[src/rtl/tdz_pkg.sv]
package tdz_pkg;

    // Engine phases: idle, about to start a conversion, waiting for its result
    typedef enum logic [1:0] {
        SQ_IDLE = 2'd0,
        SQ_SCAN = 2'd1,
        SQ_WAIT = 2'd2
    } sq_state_t;

    localparam int TDZ_DEF_NCH   = 32;
    localparam int TDZ_DEF_DW    = 12;
    localparam int TDZ_DEF_DEPTH = 4;
    localparam int TDZ_DEF_DROPW = 8;

    function automatic int idx_width(input int n);
        return (n > 1) ? $clog2(n) : 1;
    endfunction

endpackage

[src/rtl/tdz_evt_fifo.sv]
module tdz_evt_fifo #(
    parameter int W     = 32,
    parameter int DEPTH = 4
) (
    input  logic         clk,
    input  logic         rst,
    input  logic         push_i,
    input  logic [W-1:0] din_i,
    input  logic         pop_i,
    output logic [W-1:0] dout_o,
    output logic         empty_o,
    output logic         full_o
);
    localparam int AW = tdz_pkg::idx_width(DEPTH);

    logic [W-1:0]  slot_q [DEPTH];
    logic [AW-1:0] wr_q, rd_q;
    logic [AW:0]   cnt_q;

    assign empty_o = (cnt_q == '0);
    assign full_o  = (cnt_q == (AW+1)'(DEPTH));
    assign dout_o  = slot_q[rd_q];

    function automatic logic [AW-1:0] wrap_inc(input logic [AW-1:0] p);
        return (p == AW'(DEPTH - 1)) ? '0 : p + 1'b1;
    endfunction

    always_ff @(posedge clk) begin
        if (rst) begin
            wr_q  <= '0;
            rd_q  <= '0;
            cnt_q <= '0;
        end else begin
            if (push_i) begin
                wr_q <= wrap_inc(wr_q);
            end
            if (pop_i) begin
                rd_q <= wrap_inc(rd_q);
            end
            if (push_i && !pop_i) begin
                cnt_q <= cnt_q + 1'b1;
            end else if (pop_i && !push_i) begin
                cnt_q <= cnt_q - 1'b1;
            end
        end
    end

    generate
        for (genvar g = 0; g < DEPTH; g++) begin : g_slot
            always_ff @(posedge clk) begin
                if (push_i && wr_q == AW'(g)) begin
                    slot_q[g] <= din_i;
                end
            end
        end
    endgenerate

    AST_FIFO_NO_OVERRUN: assert property (@(posedge clk) disable iff (rst) (push_i && full_o) |-> pop_i);
    AST_FIFO_NO_UNDERRUN: assert property (@(posedge clk) disable iff (rst) pop_i |-> !empty_o);

endmodule

[src/rtl/tdz_scan_engine.sv]
module tdz_scan_engine
    import tdz_pkg::*;
#(
    parameter int NCH = 32,
    parameter int DW  = 12
) (
    input  logic                      clk,
    input  logic                      rst,
    input  logic                      load_i,
    input  logic [NCH-1:0]            map_i,
    output logic                      ready_o,
    output logic                      active_o,
    output logic                      adc_start_o,
    output logic [idx_width(NCH)-1:0] adc_chan_o,
    input  logic                      adc_done_i,
    input  logic [DW-1:0]             adc_charge_i,
    input  logic [DW-1:0]             adc_time_i,
    output logic                      smp_valid_o,
    output logic                      smp_eoe_o,
    output logic [idx_width(NCH)-1:0] smp_chan_o,
    output logic [DW-1:0]             smp_charge_o,
    output logic [DW-1:0]             smp_time_o
);
    localparam int CW = idx_width(NCH);

    sq_state_t      state_q;
    logic [NCH-1:0] rem_q;
    logic [CW-1:0]  cur_idx;
    logic [NCH-1:0] cur_bit;
    logic [NCH-1:0] rem_after;

    function automatic logic [CW-1:0] lowest_set(input logic [NCH-1:0] v);
        logic [CW-1:0] idx;
        idx = '0;
        for (int i = NCH - 1; i >= 0; i--) begin
            if (v[i]) begin
                idx = CW'(i);
            end
        end
        return idx;
    endfunction

    always_comb begin
        cur_idx   = lowest_set(rem_q);
        cur_bit   = {{(NCH-1){1'b0}}, 1'b1} << cur_idx;
        rem_after = rem_q & ~cur_bit;
    end

    // The engine can take a new event while idle or in the cycle the current one closes
    always_comb begin
        unique case (state_q)
            SQ_IDLE: ready_o = 1'b1;
            SQ_SCAN: ready_o = (rem_q == '0);
            SQ_WAIT: ready_o = adc_done_i && (rem_after == '0);
            default: ready_o = 1'b1;
        endcase
    end

    assign active_o    = (state_q != SQ_IDLE);
    assign adc_start_o = (state_q == SQ_SCAN) && (rem_q != '0);
    assign adc_chan_o  = cur_idx;

    always_ff @(posedge clk) begin
        if (rst) begin
            state_q      <= SQ_IDLE;
            rem_q        <= '0;
            smp_valid_o  <= 1'b0;
            smp_eoe_o    <= 1'b0;
            smp_chan_o   <= '0;
            smp_charge_o <= '0;
            smp_time_o   <= '0;
        end else begin
            smp_valid_o <= 1'b0;
            smp_eoe_o   <= 1'b0;
            unique case (state_q)
                SQ_SCAN: begin
                    if (rem_q == '0) begin
                        smp_eoe_o <= 1'b1;
                    end else begin
                        state_q <= SQ_WAIT;
                    end
                end
                SQ_WAIT: begin
                    if (adc_done_i) begin
                        smp_valid_o  <= 1'b1;
                        smp_chan_o   <= cur_idx;
                        smp_charge_o <= adc_charge_i;
                        smp_time_o   <= adc_time_i;
                        smp_eoe_o    <= (rem_after == '0);
                        rem_q        <= rem_after;
                        if (rem_after != '0) begin
                            state_q <= SQ_SCAN;
                        end
                    end
                end
                default: ;
            endcase
            if (ready_o) begin
                if (load_i) begin
                    state_q <= SQ_SCAN;
                    rem_q   <= map_i;
                end else begin
                    state_q <= SQ_IDLE;
                end
            end
        end
    end

    AST_START_FLAGGED: assert property (@(posedge clk) disable iff (rst) adc_start_o |-> rem_q[adc_chan_o]);
    AST_SAMPLE_AFTER_DONE: assert property (@(posedge clk) disable iff (rst) smp_valid_o |-> $past(adc_done_i));
    AST_EMPTY_MARKER: assert property (@(posedge clk) disable iff (rst) (smp_eoe_o && !smp_valid_o) |-> ($past(state_q) == SQ_SCAN));

endmodule

[src/rtl/tdz_seq.sv]
module tdz_seq
    import tdz_pkg::*;
#(
    parameter int NCH   = TDZ_DEF_NCH,
    parameter int DW    = TDZ_DEF_DW,
    parameter int DEPTH = TDZ_DEF_DEPTH,
    parameter int DROPW = TDZ_DEF_DROPW
) (
    input  logic                      clk,
    input  logic                      rst,
    input  logic                      trig_i,
    input  logic [NCH-1:0]            trig_map_i,
    output logic                      adc_start_o,
    output logic [idx_width(NCH)-1:0] adc_chan_o,
    input  logic                      adc_done_i,
    input  logic [DW-1:0]             adc_charge_i,
    input  logic [DW-1:0]             adc_time_i,
    output logic                      smp_valid_o,
    output logic                      smp_eoe_o,
    output logic [idx_width(NCH)-1:0] smp_chan_o,
    output logic [DW-1:0]             smp_charge_o,
    output logic [DW-1:0]             smp_time_o,
    output logic                      busy_o,
    output logic                      ovf_o,
    output logic [DROPW-1:0]          drop_cnt_o
);
    logic           eng_ready, eng_active;
    logic           q_empty, q_full;
    logic [NCH-1:0] q_head;
    logic           bypass, q_pop, q_push, push_req, drop;
    logic           eng_load;
    logic [NCH-1:0] eng_map;

    always_comb begin
        bypass   = eng_ready && q_empty && trig_i;
        q_pop    = eng_ready && !q_empty;
        push_req = trig_i && !bypass;
        q_push   = push_req && (!q_full || q_pop);
        drop     = push_req && q_full && !q_pop;
        eng_load = q_pop || bypass;
        eng_map  = q_pop ? q_head : trig_map_i;
    end

    tdz_evt_fifo #(
        .W     (NCH),
        .DEPTH (DEPTH)
    ) u_pend (
        .clk     (clk),
        .rst     (rst),
        .push_i  (q_push),
        .din_i   (trig_map_i),
        .pop_i   (q_pop),
        .dout_o  (q_head),
        .empty_o (q_empty),
        .full_o  (q_full)
    );

    tdz_scan_engine #(
        .NCH (NCH),
        .DW  (DW)
    ) u_eng (
        .clk          (clk),
        .rst          (rst),
        .load_i       (eng_load),
        .map_i        (eng_map),
        .ready_o      (eng_ready),
        .active_o     (eng_active),
        .adc_start_o  (adc_start_o),
        .adc_chan_o   (adc_chan_o),
        .adc_done_i   (adc_done_i),
        .adc_charge_i (adc_charge_i),
        .adc_time_i   (adc_time_i),
        .smp_valid_o  (smp_valid_o),
        .smp_eoe_o    (smp_eoe_o),
        .smp_chan_o   (smp_chan_o),
        .smp_charge_o (smp_charge_o),
        .smp_time_o   (smp_time_o)
    );

    assign busy_o = eng_active || !q_empty;

    always_ff @(posedge clk) begin
        if (rst) begin
            ovf_o      <= 1'b0;
            drop_cnt_o <= '0;
        end else if (drop) begin
            ovf_o <= 1'b1;
            if (drop_cnt_o != '1) begin
                drop_cnt_o <= drop_cnt_o + 1'b1;
            end
        end
    end

    AST_OVF_STICKY: assert property (@(posedge clk) disable iff (rst) ovf_o |=> ovf_o);
    AST_DROP_FLAGGED: assert property (@(posedge clk) disable iff (rst) !$stable(drop_cnt_o) |-> ovf_o);
    AST_START_WHILE_BUSY: assert property (@(posedge clk) disable iff (rst) adc_start_o |-> busy_o);

endmodule

[config.mk]
export PLATFORM = sky130hd
export DESIGN_NAME = tdz_seq
export DESIGN_NICKNAME = d
export VERILOG_FILES = /design/src/rtl/tdz_pkg.sv /design/src/rtl/tdz_evt_fifo.sv /design/src/rtl/tdz_scan_engine.sv /design/src/rtl/tdz_seq.sv
export SDC_FILE = /design/constraint.sdc
export NUM_CORES = 1
export LEC_CHECK = 0
export ABC_AREA = 0
export BUFFER_PORTS_ARGS = -buffer_cell sky130_fd_sc_hd__buf_2
export CAP_MARGIN = 20
export CORE_UTILIZATION = 37
export CTS_CLUSTER_SIZE = 10
export DETAILED_ROUTE_END_ITERATION = 8
export PLACE_DENSITY_LB_ADDON = 0.12
export SYNTH_ARGS = -nofsm -noshare
export SYNTH_HDL_FRONTEND = slang
export SYNTH_SLANG_ARGS = --single-unit
[constraint.sdc]
create_clock -name clk -period 14.8 [get_ports clk]
set_clock_uncertainty 0.2 [all_clocks]
set_input_delay 0.74 -clock clk [delete_from_list [all_inputs] [get_ports clk]]
set_output_delay 0.74 -clock clk [all_outputs]
set_load 0.01 [all_outputs]
# Word level (Yosys, flattened, before mapping)
# Memory sizes are Yosys's and may differ from the RTL's. A register that Yosys moved wholly into a read port is not among the register bits.
# Index checks and enable logic that the tools add are counted.
# op_classes
shift	1
n_reduce_logical	39
n_bitwise	3
n_eq_ne	11
add_sub_neg	5
n_mux	71
# op_table
op	n
2-to-1 mux 32 bit	8
2-to-1 mux 5 bit	32
OR reduction 32 bit	3
zero test 32 bit	2
nonzero test 32 bit	2
bitwise AND 32 bit	1
inverter 32 bit	1
<< shifter 1 x 5 -> 32 bit, first input constant	1
2-to-1 mux 2 bit	11
logical AND 1 bit	15
2-to-1 mux 1 bit	15
adder 8 x 1 -> 8 bit, second input constant	1
== test 2 bit, second input constant	4
!= test 8 bit, second input constant	1
2-to-1 mux 3 bit	2
!= test 3 bit, second input constant	2
zero test 1 bit	5
adder 2 x 1 -> 2 bit, second input constant	2
== test 2 x 1 -> 1 bit, second input constant	2
case mux 1 bit (2 select lines)	2
case mux 2 bit (2 select lines)	1
AND reduction 2 bit	2
AND reduction 4 bit	1
nonzero test 2 bit	2
10 further kinds	12
# totals
ff_bits	81
mem_count	1
elab_cells	143
mem_bits_rw	128
input_bits	60
out_inout_bits	47
# mem_list
name	depth	word_bits	rd	rd_ports_with_merged_regs	write_ports	line	source
u_pend.slot_q	4	32	1	1	1	tdz_evt_fifo.sv:16	logic [W-1:0] slot_q [DEPTH];

# Longest topological paths before layout
# logic_depth
word_depth	50
depth_mapped	19
depth_no_buf	17

# Modules after synthesis
# Synthesis repeated with hierarchy kept, for this count alone.
# hier_totals
cells_unflattened	774
hier_area_um2	9691.8
# modules_own_cells
mod	area_each_um2	instances	cells_per_inst	seq_area_each_um2
tdz_evt_fifo	5098.6	1	211	4023.9
tdz_scan_engine	3689.8	1	471	1301.2
tdz_seq	903.4	1	92	180.2

# Worst setup path before layout
# Ideal clock, no wire load.
# synth_timing
path_type	register -> register
from	register u_eng.rem_q[23]
to	register u_pend.cnt_q[2]
setup_slack_ps	10155
n_path_buf	2
setup_ps	70
stages_incl_launch_ff	18
synth_period_minus_slack_ps	4645
required_ps	14530
arrival_ps	4374
path_cell_list	dfxtp_1 > buf_6 > or3_1 > o221a_2 > o211a_1 > buf_6 > or4_4 > a222oi_1 > nand4_1 > nor4_4 > o21ai_1 > a31oi_4 > ha_1 > inv_1 > fa_1 > xor2_1 > or3_1 > a21oi_1
# synth_via
elab_chain_cells	38
elab_cells_between_ends	44
cone_classes	shift (1); mux (26); bitwise (2); reduce/logical (15)
# synth_lines
item	line	source
start: declaration	tdz_scan_engine.sv:27	logic [NCH-1:0] rem_q;
start signal: assignment	tdz_scan_engine.sv:90	rem_q <= rem_after;
start signal: assignment	tdz_scan_engine.sv:101	rem_q <= map_i;
2-to-1 mux 5 bit (24 in a row)	tdz_scan_engine.sv:36	if (v[i]) begin
<< shifter 1 x 5 -> 32 bit	tdz_scan_engine.sv:45	cur_bit = {{(NCH-1){1'b0}}, 1'b1} << cur_idx;
inverter 32 bit	tdz_scan_engine.sv:46	rem_after = rem_q & ~cur_bit;
bitwise AND 32 bit	tdz_scan_engine.sv:46	
zero test 32 bit	tdz_scan_engine.sv:54	SQ_WAIT: ready_o = adc_done_i && (rem_after == '0);
logical AND 1 bit	tdz_scan_engine.sv:54	
case mux 1 bit (2 select lines) *	tdz_scan_engine.sv:51	unique case (state_q)
logical AND 1 bit (2 in a row)	tdz_seq.sv:35	bypass = eng_ready && q_empty && trig_i;
zero test 1 bit	tdz_seq.sv:37	push_req = trig_i && !bypass;
logical AND 1 bit	tdz_seq.sv:37	
logical AND 1 bit *	tdz_seq.sv:38	q_push = push_req && (!q_full || q_pop);
net q_push	tdz_seq.sv:30	logic bypass, q_pop, q_push, push_req, drop;
zero test 1 bit	tdz_evt_fifo.sv:42	end else if (pop_i && !push_i) begin
logical AND 1 bit	tdz_evt_fifo.sv:42	
nonzero test 2 bit (no line)	--	
end signal: assignment	tdz_evt_fifo.sv:41	cnt_q <= cnt_q + 1'b1;
end signal: assignment	tdz_evt_fifo.sv:43	cnt_q <= cnt_q - 1'b1;
end: declaration	tdz_evt_fifo.sv:18	logic [AW:0] cnt_q;
# Mark *: on every way through the listed nets, which the timed path passes. The rest lies on a longest branch.
# A chain may end at the register's enable or synchronous reset.

# Worst setup path in the final report
# layout_timing
from	register u_eng.rem_q[5]
to	register u_pend.cnt_q[2]
# layout_via
elab_chain_cells	20
elab_cells_between_ends	26
cone_classes	shift (1); mux (8); bitwise (2); reduce/logical (15)
# layout_lines
item	line
2-to-1 mux 5 bit (6 in a row)	tdz_scan_engine.sv:36
<< shifter 1 x 5 -> 32 bit	tdz_scan_engine.sv:45
inverter 32 bit	tdz_scan_engine.sv:46
bitwise AND 32 bit	tdz_scan_engine.sv:46
zero test 32 bit	tdz_scan_engine.sv:54
logical AND 1 bit	tdz_scan_engine.sv:54
case mux 1 bit (2 select lines) *	tdz_scan_engine.sv:51
logical AND 1 bit (2 in a row)	tdz_seq.sv:35
zero test 1 bit	tdz_seq.sv:37
logical AND 1 bit	tdz_seq.sv:37
logical AND 1 bit *	tdz_seq.sv:38
net q_push	tdz_seq.sv:30
zero test 1 bit	tdz_evt_fifo.sv:42
logical AND 1 bit	tdz_evt_fifo.sv:42
nonzero test 2 bit (no line)	--
# Marks and branches as above.

==> impl_results.md <==
- Core Util, Final: 0.441
- Number of design-rule violations left by the first detailed-router iteration: 573
- Worst slack, placed: 9340 ps
- Worst setup slack after layout: 9290 ps
- DRC violation count after routing: 0
- 1st-pass router iterations: 5
- Path type of the worst setup path: register to register
- Post-cts gate resize count: 0
- Largest net degree at the start of global routing: 89
- CTS clock-pin slew for the worst setup and hold paths: 60 ps
- Sort of element at the end of the critical path: register
- Aggregate routed wire length: 24500 um
- Data required, critical path: 15040 ps
- Width of the die: 162 um
- Congestion Overflow GR: 0
- Most used cells in the layout excluding fill and tap cells: sky130_fd_sc_hd__edfxtp_1 (128), sky130_fd_sc_hd__buf_2 (106), sky130_fd_sc_hd__nor2_1 (91)
- Synth warn: 0
- Average vias per placed instance: 5.52
- Arrival time at the worst endpoint: 5760 ps
- Maximum buffer depth of the clock tree: 3
- Number of flops mapped to enable cells by yosys: approximately 130
- Share of flip-flops with an asynchronous set or reset after synthesis: 0
- CTS Hold Buffers Added: 0
- Met2 global-route usage: 0.292
- Power density over the cells: 203 nW/um^2
- Relative slew margins: 0.347
- Leakage Power: 3.89 nW
- Period utilization: 0.372
- Vias in the first global route: 6746
- Net count of the mapped netlist: approximately 870
- Unrepaired setup endpoints after global routing: false
- Cell row count: 58
- Non-Filler Cell Area, Final: 11100 um^2
- Total Die Area: 26200 um^2
- GR Layer Usage met1: 0.262
- Launching element type of the critical path: register
- Worst vdd rail ir drop: 0.0932 mV
- Leading cell type in the layout, fill and taps excluded: sky130_fd_sc_hd__edfxtp_1
- Count of buffers inserted at the top-level ports: ~110
- Antenna viol nets, final: 0
- Syn Area/Cell: 11.8 um^2
- TritonCTS buffer count: 26
- Final number of setup-violating endpoints: 0
- Final Hold Viols: 0
- # clock sinks: 211
- Path category of the worst min-delay check: input port to register
- Buffer type at the clock tree root: sky130_fd_sc_hd__clkbuf_16
- Count of inserted antenna diode cells: 0
- Die Ht: between 150 and 200 um
- Worst Max-Slew Pin Slew: about 970 ps
- Average wire per standard cell: ~20 um
- Core area: 25100 um^2
- Last weighted congestion value of the routability-driven placer: 0.990
- Worst-path fanout max: 9
- Summed instance area of the synthesized netlist: approximately 9500 um^2
- Global routing's busiest layer: met2
- Final HPWL from detailed placement: approximately 16000 um
- Max-capacitance violation count: 0
- Maximum clock rate: 181 MHz
- Cell count after synthesis: 801
- Antenna violations before repair: 0
- GRT Resource Usage Total: 0.187
- Share of synthesized area occupied by flip-flops and latches: 0.581
- Synth Flop Type: sky130_fd_sc_hd__edfxtp_1
- Shortest clock period the worst path allows after layout: about 5500 ps
- Routed vias: 6908
- Final Slew Violations: 0
- Hold_ws: 245 ps
- Maximum level of the CTS H-tree: 1
- Initial cell density of the core: 0.377
- Wire length of the first global-routing pass: 38500 um
- Total placed instance area: 10300 um^2
- # IOs: 107
- Fraction of final layout cells with drive strength greater than 1: 0.226
- Worst skew pair latency: 540 ps
- Number of synthesized register bits: 211
- TritonCTS clock tree: done
- Number of post-CTS setup repair buffers: 0
- Result of the run: finished clean
- Area grow syn2layout: 17.1%
- Final setup TNS: 0 ps
- Number of distinct library cell variants in the gate-level netlist after synthesis: 68
- Met3 routing resource usage after global routing: 0.0340
- Net count reported at finish: roughly 970
==> worst max-delay path: stages, from the launching register on <==
cell and delay, ps:
sky130_fd_sc_hd__dfxtp_1 430, sky130_fd_sc_hd__nor4_1 840, sky130_fd_sc_hd__and2_0 390, sky130_fd_sc_hd__nand3_1 350, sky130_fd_sc_hd__and2_1 290, sky130_fd_sc_hd__o311a_1 380, sky130_fd_sc_hd__nor2_1 100, sky130_fd_sc_hd__nand4_1 160
sky130_fd_sc_hd__nor4_4 540, sky130_fd_sc_hd__o21ai_1 180, sky130_fd_sc_hd__a31oi_4 300, sky130_fd_sc_hd__ha_1 220, sky130_fd_sc_hd__inv_1 60, sky130_fd_sc_hd__fa_1 370, sky130_fd_sc_hd__xor2_1 180, sky130_fd_sc_hd__or3_1 300
sky130_fd_sc_hd__a21oi_1 140
==> power by group <==
| part | switching (mW) | internal (mW) | leakage, nW |
|---|---|---|---|
| registers | 0.108 | 0.734 | 1.84 |
| clock network | 0.235 | 0.337 | 0.367 |
| logic | 0.519 | 0.318 | 1.68 |
| total | 0.862 | 1.39 | 3.89 |
==> cell usage after synthesis (3+ instances only) <==
cell type / count / area (um^2)
sky130_fd_sc_hd__edfxtp_1: 128 / 3840
sky130_fd_sc_hd__nor2_1: 91 / 342
sky130_fd_sc_hd__nand2_1: 87 / 327
sky130_fd_sc_hd__dfxtp_1: 83 / 1660
sky130_fd_sc_hd__a21oi_1: 46 / 230
sky130_fd_sc_hd__clkbuf_1: 34 / 128
sky130_fd_sc_hd__o21ai_0: 33 / 165
sky130_fd_sc_hd__mux4_2: 32 / 721
sky130_fd_sc_hd__a211oi_1: 21 / 158
sky130_fd_sc_hd__inv_1: 20 / 75.1
sky130_fd_sc_hd__o21bai_1: 19 / 143
sky130_fd_sc_hd__nor3_1: 14 / 70.1
sky130_fd_sc_hd__nand3_1: 12 / 60.1
sky130_fd_sc_hd__a2111oi_2: 10 / 150
sky130_fd_sc_hd__ha_1: 10 / 125
sky130_fd_sc_hd__nor4_1: 10 / 62.6
sky130_fd_sc_hd__o211ai_1: 9 / 67.6
sky130_fd_sc_hd__nand4_1: 8 / 50.1
sky130_fd_sc_hd__or3_1: 8 / 50.1
sky130_fd_sc_hd__and2_1: 7 / 43.8
sky130_fd_sc_hd__nand2b_1: 7 / 43.8
sky130_fd_sc_hd__nor2b_1: 7 / 43.8
sky130_fd_sc_hd__o31ai_1: 7 / 52.6
sky130_fd_sc_hd__a2111oi_0: 6 / 52.6
sky130_fd_sc_hd__buf_2: 6 / 30.0
sky130_fd_sc_hd__or4_1: 6 / 45.0
sky130_fd_sc_hd__a31oi_1: 5 / 31.3
sky130_fd_sc_hd__mux2_2: 5 / 56.3
sky130_fd_sc_hd__o31a_1: 5 / 43.8
sky130_fd_sc_hd__mux2i_1: 4 / 40.0
sky130_fd_sc_hd__a211o_1: 3 / 26.3
sky130_fd_sc_hd__a221o_1: 3 / 30.0
sky130_fd_sc_hd__and3_1: 3 / 18.8
sky130_fd_sc_hd__buf_6: 3 / 33.8
sky130_fd_sc_hd__o21ai_1: 3 / 15.0
==> stage by stage <==
step                std cells  power, mW
detailed placement       1205       1.69
floorplan                 801       1.43
finish                   1252       2.25
global route             1252       2.39
global placement         1205       1.71
CTS                      1252       2.27
==> registers in the layout (all words and copies together) (netlist names), named ones only <==
name,cells
drop_cnt_o,8
ovf_o,1
u_eng.rem_q,32
u_eng.smp_chan_o,5
u_eng.smp_charge_o,12
u_eng.smp_eoe_o,1
u_eng.smp_time_o,12
u_eng.smp_valid_o,1
u_eng.state_q,2
u_pend.cnt_q,3
u_pend.rd_q,2
u_pend.slot_q,128
u_pend.wr_q,2
==> metal layers <==
layer  up-vias  part of all wire
li1       3267                 -
met1      3359              0.47
met2       231              0.44
met3        51             0.061
met4         0             0.029
met5         -                 0
==> area by class of cell <==
| class | instances | area (um^2) |
|---|---|---|
| flip-flops and latches | 211 | 5510 |
| well taps | 330 | 413 |
| multi-input cells | 525 | 3700 |
| fillers | 2435 | 14000 |
| repair buffers | 119 | 628 |
| clock inverters | 3 | 28.8 |
| inverters | 20 | 75.1 |
| clock buffers | 44 | 738 |
==> cells by family after synthesis <==
logic type,after synthesis,synth area share
mux,42,0.0875
buf+inv,65,0.0289
flops,211,0.581
xor+xnor,4,0.00370
simple gates,273,0.136
compound gates,195,0.147
fa+ha+maj,11,0.0153
==> worst paths after layout <==
check | startpoint | endpoint | slack (ps) | cells past startpoint
max | u_eng.rem_q[5]$_SDFF_PP0_ | u_pend.cnt_q[2]$_SDFFE_PP0P_ | 9290 | 16
min | trig_map_i[22] | u_pend.slot_q[0][22]$_DFFE_PP_ | 250 | 1
min reg2reg | u_eng.smp_time_o[3]$_SDFFE_PP0P_ | u_eng.smp_time_o[3]$_SDFFE_PP0P_ | 250 | 2
max reg2reg | u_eng.rem_q[5]$_SDFF_PP0_ | u_pend.cnt_q[2]$_SDFFE_PP0P_ | 9290 | 16
Note: power is estimated with default switching activity, not from simulation.
